<file path="src/rtl/scard_pkg.sv">
package scard_pkg;
  typedef enum logic [3:0] {
    ST_IDLE, ST_PWR, ST_IOEN, ST_CLKON, ST_LIVE,
    ST_DRST, ST_DCLK, ST_DIO, ST_LOCK
  } seq_st_t;
endpackage

</file>
<file path="src/rtl/scard_fault_agg.sv">
module scard_fault_agg #(
  parameter int NFLT = 5
) (
  input  logic            pres_hi_i,
  input  logic            pres_lo_n_i,
  input  logic [NFLT-1:0] flt_i,
  output logic            present_o,
  output logic            abort_o
);
  always_comb begin
    present_o = pres_hi_i | ~pres_lo_n_i;
    abort_o   = (|flt_i) | ~present_o;
  end
endmodule

</file>
<file path="src/rtl/scard_step_timer.sv">
module scard_step_timer #(
  parameter int CW = 4
) (
  input  logic          clk,
  input  logic          rst,
  input  logic          load_i,
  input  logic [CW-1:0] val_i,
  output logic          done_o
);
  logic [CW-1:0] cnt_q;

  always_ff @(posedge clk) begin
    if (rst)                cnt_q <= '0;
    else if (load_i)        cnt_q <= val_i;
    else if (cnt_q != '0)   cnt_q <= cnt_q - 1'b1;
  end

  assign done_o = (cnt_q == '0);
endmodule

</file>
<file path="src/rtl/scard_fsm.sv">
module scard_fsm
  import scard_pkg::*;
#(
  parameter int ACT_GAP   = 16,
  parameter int DEACT_GAP = 4,
  parameter int CW        = 5
) (
  input  logic          clk,
  input  logic          rst,
  input  logic          act_n_i,
  input  logic          rst_lvl_i,
  input  logic          vsel_i,
  input  logic          present_i,
  input  logic          abort_i,
  input  logic          done_i,
  output logic          load_o,
  output logic [CW-1:0] val_o,
  output logic          vcc_en_o,
  output logic          vsel_o,
  output logic          io_en_o,
  output logic          clk_en_o,
  output logic          card_rst_o,
  output logic          irq_n_o
);
  localparam logic [CW-1:0] ACT_LD   = CW'(ACT_GAP - 1);
  localparam logic [CW-1:0] DEACT_LD = CW'(DEACT_GAP - 1);

  seq_st_t st_q, st_nxt;
  logic    lat_q, lat_nxt, in_sess, stop_req;

  always_comb begin
    in_sess  = (st_q != ST_IDLE) && (st_q != ST_LOCK);
    stop_req = abort_i | act_n_i;
    lat_nxt  = lat_q | (in_sess & abort_i);
    st_nxt   = st_q;
    case (st_q)
      ST_IDLE: begin
        lat_nxt = 1'b0;
        if (!act_n_i && !abort_i) st_nxt = ST_PWR;
      end
      ST_PWR:   if (stop_req) st_nxt = ST_DRST; else if (done_i) st_nxt = ST_IOEN;
      ST_IOEN:  if (stop_req) st_nxt = ST_DRST; else if (done_i) st_nxt = ST_CLKON;
      ST_CLKON: if (stop_req) st_nxt = ST_DRST; else if (done_i) st_nxt = ST_LIVE;
      ST_LIVE:  if (stop_req) st_nxt = ST_DRST;
      ST_DRST:  if (done_i) st_nxt = ST_DCLK;
      ST_DCLK:  if (done_i) st_nxt = ST_DIO;
      ST_DIO:   if (done_i) st_nxt = lat_nxt ? ST_LOCK : ST_IDLE;
      ST_LOCK: begin
        if (act_n_i) begin
          st_nxt  = ST_IDLE;
          lat_nxt = 1'b0;
        end
      end
      default: begin
        st_nxt  = ST_IDLE;
        lat_nxt = 1'b0;
      end
    endcase
    load_o = (st_nxt != st_q);
    val_o  = (st_nxt inside {ST_PWR, ST_IOEN, ST_CLKON}) ? ACT_LD : DEACT_LD;
  end

  always_ff @(posedge clk) begin
    if (rst) begin
      st_q       <= ST_IDLE;
      lat_q      <= 1'b0;
      vcc_en_o   <= 1'b0;
      vsel_o     <= 1'b0;
      io_en_o    <= 1'b0;
      clk_en_o   <= 1'b0;
      card_rst_o <= 1'b0;
      irq_n_o    <= 1'b0;
    end else begin
      st_q       <= st_nxt;
      lat_q      <= lat_nxt;
      vcc_en_o   <= (st_nxt inside {ST_PWR, ST_IOEN, ST_CLKON, ST_LIVE}) |
                    (vcc_en_o & (st_nxt inside {ST_DRST, ST_DCLK, ST_DIO}));
      io_en_o    <= (st_nxt inside {ST_IOEN, ST_CLKON, ST_LIVE}) |
                    (io_en_o & (st_nxt inside {ST_DRST, ST_DCLK}));
      clk_en_o   <= (st_nxt inside {ST_CLKON, ST_LIVE}) |
                    (clk_en_o & (st_nxt == ST_DRST));
      card_rst_o <= (st_nxt == ST_LIVE) & rst_lvl_i;
      if (st_q == ST_IDLE && st_nxt == ST_PWR) vsel_o <= vsel_i;
      irq_n_o    <= (st_nxt == ST_IDLE) ? present_i : ~lat_nxt;
    end
  end
endmodule

</file>
<file path="src/rtl/scard_seq.sv">
module scard_seq #(
  parameter int ACT_GAP   = 16,
  parameter int DEACT_GAP = 4
) (
  input  logic clk,
  input  logic rst,
  input  logic act_n_i,
  input  logic rst_lvl_i,
  input  logic vsel_i,
  input  logic pres_hi_i,
  input  logic pres_lo_n_i,
  input  logic flt_vcc_i,
  input  logic flt_vreg_i,
  input  logic flt_vdig_i,
  input  logic flt_ovc_i,
  input  logic flt_temp_i,
  output logic vcc_en_o,
  output logic vsel_o,
  output logic io_en_o,
  output logic clk_en_o,
  output logic card_rst_o,
  output logic irq_n_o
);
  localparam int NFLT = 5;
  localparam int MAXG = (ACT_GAP > DEACT_GAP) ? ACT_GAP : DEACT_GAP;
  localparam int CW   = $clog2(MAXG + 1);

  logic          present, abort_any, done, load;
  logic [CW-1:0] load_val;

  scard_fault_agg #(.NFLT(NFLT)) agg_i (
    .pres_hi_i   (pres_hi_i),
    .pres_lo_n_i (pres_lo_n_i),
    .flt_i       ({flt_temp_i, flt_ovc_i, flt_vdig_i, flt_vreg_i, flt_vcc_i}),
    .present_o   (present),
    .abort_o     (abort_any)
  );

  scard_step_timer #(.CW(CW)) tmr_i (
    .clk    (clk),
    .rst    (rst),
    .load_i (load),
    .val_i  (load_val),
    .done_o (done)
  );

  scard_fsm #(.ACT_GAP(ACT_GAP), .DEACT_GAP(DEACT_GAP), .CW(CW)) fsm_i (
    .clk        (clk),
    .rst        (rst),
    .act_n_i    (act_n_i),
    .rst_lvl_i  (rst_lvl_i),
    .vsel_i     (vsel_i),
    .present_i  (present),
    .abort_i    (abort_any),
    .done_i     (done),
    .load_o     (load),
    .val_o      (load_val),
    .vcc_en_o   (vcc_en_o),
    .vsel_o     (vsel_o),
    .io_en_o    (io_en_o),
    .clk_en_o   (clk_en_o),
    .card_rst_o (card_rst_o),
    .irq_n_o    (irq_n_o)
  );
endmodule

</file>
<file path="config.mk">
export PLATFORM = sky130hd
export DESIGN_NAME = scard_seq
export DESIGN_NICKNAME = d
export VERILOG_FILES = /design/src/rtl/scard_pkg.sv /design/src/rtl/scard_fault_agg.sv /design/src/rtl/scard_step_timer.sv /design/src/rtl/scard_fsm.sv /design/src/rtl/scard_seq.sv
export SDC_FILE = /design/constraint.sdc
export NUM_CORES = 1
export LEC_CHECK = 0
export ABC_AREA = 1
export BUFFER_PORTS_ARGS = -buffer_cell sky130_fd_sc_hd__clkbuf_2
export CORE_MARGIN = 5
export CORE_UTILIZATION = 25
export CTS_CLUSTER_DIAMETER = 30
export DETAILED_ROUTE_END_ITERATION = 8
export GPL_TIMING_DRIVEN = 0
export SETUP_SLACK_MARGIN = 0.3
export SLEW_MARGIN = 20
export SYNTH_ARGS = -nofsm -noshare
export SYNTH_HDL_FRONTEND = slang
export SYNTH_SLANG_ARGS = --single-unit
</file>
<file path="constraint.sdc">
create_clock -name clk -period 3.05 [get_ports clk]
set_clock_uncertainty 0.2 [all_clocks]
set_input_delay 0.61 -clock clk [delete_from_list [all_inputs] [get_ports clk]]
set_output_delay 0.61 -clock clk [all_outputs]
set_load 0.1 [all_outputs]
</file>
==> out/results.tsv <==
stage	metric	value	unit
critical_path	slowest_delay	310	ps
power	total_power	1.441	mW
sta	setup_viol	0	
global_route	grt_max_degree	9	
placed_design	io_buffers	16	
critical_path	crit_start	tmr_i.cnt_q[0]	
floorplan	dieArea	0.005883	mm^2
critical_path	r2r-end	tmr_i.cnt_q[3]	
clock_tree	cts-hold-fix-buffers	0	
critical_path	r2r-start	tmr_i.cnt_q[0]	
logic_synthesis	synth_top_area_share	28.80	%
sta	setup_tns	0	ps
detailed_routing	antenna_left	0	
power	power_frac_comb	66.3	%
floorplan	start_util	25.72	%
clock_tree	cts.sinks	16	
cells_and_area	top_register	tmr_i.cnt_q	
critical_path	crit_end	tmr_i.cnt_q[3]	
cells_and_area	nFillCells	492	
global_route	grt_pass1_vias	1055	
flow_run	maxCapViolCount	0	
power	ir_drop	556.0	uV
logic_synthesis	synth.cell_area	0.001112	mm^2
power	p_switching	805.5	uW
run_status	outcome	finished clean	
cells_and_area	synthToLayoutAreaGrowth	16.76	%
critical_path	critPathTopFamily	simple AND/OR/NAND/NOR gates	
sta	tightest_slew	542.9	ps
clock_tree	cts_resized	0	
critical_path	crit_cells	14	
cells_and_area	largest_reg_flops	5	
min_path	hp-class	register to register	
cells_and_area	top_regs	tmr_i.cnt_q: 5 flops, fsm_i.st_q: 4 flops	
power	p_clk_share	11.4	%
logic_synthesis	netlist_top_cells_count	39 x nand2_1, 21 x inv_1, 19 x nor2_1, 16 x dfxtp_1, 14 x nand3_1	
critical_path	cp-start-kind	register	
logic_synthesis	ys.flop_type	dfxtp_1	
global_route	grt_overflow	0	
global_route	grt_first_pass_wirelength	4.464	mm
logic_synthesis	yosysTopAreaCell	dfxtp_1	
logic_synthesis	syn_inst	170	
sta	hold_violations	0	
critical_path	crit_required	3030	ps
sta	slew_headroom	63.96	%
sta	finalCritPeriodShare	70.18	%
floorplan	core_area	0.004324	mm^2
detailed_routing	dr.first_iter.drc_count	48	
floorplan	fp.dieH	76.70	um
logic_synthesis	synthArstFlopShare	0	%
sta	slew_violations	0	
cells_and_area	drive_above_1_share	26.46	%
logic_synthesis	yosysWarnings	0	
detailed_routing	drt-vias-per-instance	4.548	
cells_and_area	fin_nets	205	
critical_path	critPathBufInv	4	
sta	fmax	467.2	MHz
clock_tree	cts_root_buf	clkbuf_8	
clock_tree	clock_latency	250	ps
logic_synthesis	synth-edff-count	0	
logic_synthesis	ys_ff_latch	16	
logic_synthesis	ys_seq_area_share	28.80	%
clock_tree	path_clk_slew	60	ps
global_route	antenna_found_initial	0	
power	p_leak	0.6759	nW
floorplan	io-pin-count	18	
detailed_routing	drcViolationCount	0	
logic_synthesis	syn_avg_cell_area	6.543	um^2
power	p_seq_share	22.3	%
clock_tree	cts_tree	done	
critical_path	cp_slowest_cell	dfxtp_1	
clock_tree	htreeDepth	1	
sta	period_needed	2140	ps
logic_synthesis	synth_area_leaders	dfxtp_1 29%, nand2_1 13%, inv_1 7.1%, nor2_1 6.4%, nand3_1 6.3%	
power	p_int	635.0	uW
logic_synthesis	synth_nets	184	
logic_synthesis	synth_most_common_cell	nand2_1	
power	swShare	55.92	%
critical_path	path_class	register to register	
critical_path	worstPathArrival	2120	ps
detailed_routing	wl_per_cell	10.59	um
clock_tree	cts.path.max_buffers	2	
critical_path	critPathCaptureType	register	
logic_synthesis	yosysUniqueCellTypes	28	
clock_tree	post-cts-setup-buffers	0	
detailed_routing	routed_wl	2.551	mm
global_route	grt_usage	9.067	%
placed_design	place.gp.congestion	0.9293	
power	power.density	1109	mW/mm^2
critical_path	reg2regPathDepth	14	
floorplan	die_w	76.70	um
critical_path	worstPathCellList	inv_1 -> ha_1 -> inv_1 -> nor2_2 -> nand2_4 -> inv_4 -> nor2_1 -> nor2_2 -> o21ai_2 -> nand3_2 -> inv_2 -> a21oi_1 -> nand2_1 -> a21oi_1	
clock_tree	numCtsBuffers	3	
sta	rsz0062_at_grt	false	
placed_design	hpwl	2.016	mm
floorplan	std_cell_rows	24	
critical_path	rrSetupSlack	910	ps
cells_and_area	antenna_cells	0	
critical_path	worstPathMaxFanout	8	
detailed_routing	vias	1096	
detailed_routing	dr.pass1.iters	4	
==> power by group through the flow <==
stage	registers [mW]	clock network (mW)	logic, mW
final	0.322	0.164	0.954
after global routing	0.331	0.177	1.06
after CTS	0.322	0.170	0.959
after detailed placement	0.326	0	0.954
after global placement	0.326	0	0.948
after floorplan	0.501	0	0.613
==> metrics by stage <==
step	setup slack (ps)	instances	hold slack, ps	util, %	area [um^2]
after CTS	917.7	241	250.0	30.03	1299
after floorplan	1054	170	292.7	-	1112
after detailed placement	768.7	238	239.5	29.08	1257
after global placement	755.9	238	233.2	29.08	1257
after global routing	686.4	241	279.1	30.03	1299
final	909.5	241	244.7	30.03	1299
==> worst min-delay path by stage <==
stage	start	end	slack [ps]	cells after the start
4_1_cts	fsm_i.vsel_o	fsm_i.vsel_o	250	2
6_report	fsm_i.vsel_o	fsm_i.vsel_o	240	2
3_5_place_dp	fsm_i.vsel_o	fsm_i.vsel_o	240	2
5_1_grt	fsm_i.vsel_o	fsm_i.vsel_o	280	2
2_1_floorplan	tmr_i.cnt_q[0]	tmr_i.cnt_q[0]	290	3
3_3_place_gp	fsm_i.vsel_o	fsm_i.vsel_o	230	2
==> final cells by class <==
cell class	count	area [um^2]	share of cell area, %
plain buffers	1	3.754	0.2890
clock buffers	3	41.29	3.179
inverters	30	115.1	8.863
multi-input cells	123	673.1	51.83
flip-flops and latches	16	320.3	24.66
well taps	52	65.06	5.010
repair buffers	16	80.08	6.166
==> per-layer routing <==
metal,GRT usage [%],routed length (um)
met3,1.991,76
met2,13.75,1126
met4,4.371,61
met5,0,0
met1,12.05,1287
==> layout by cell type, fill, tap and decap left out, types with 3 or more instances in the layout <==
master and instances:
nand2_1 39, inv_1 21, nor2_1 19, dfxtp_1 16, clkbuf_2 16, nand3_1 14, inv_2 8, nand4_1 8
a21oi_1 8, nor2_2 7, nand3_2 5, nand2_2 3, xor2_1 3, clkbuf_8 3
==> kinds of logic (layout without fill, tap and decap cells) <==
group / Yosys count / in the layout / share of synthesized area (%)
AND/OR/NAND/NOR: 101 / 101 / 46.34
buffers and inverters: 31 / 50 / 10.69
AO/OA/AOI/OAI: 17 / 17 / 9.562
flip-flops: 16 / 16 / 28.80
XOR/XNOR: 3 / 3 / 2.363
adder cells (fa/ha/maj): 2 / 2 / 2.249
==> worst min-delay path: stages (launching register included) <==
cell and delay [ps]:
dfxtp_1 310, inv_1 40, a21oi_1 50
No activity file was read; power rests on OpenSTA's default activity.
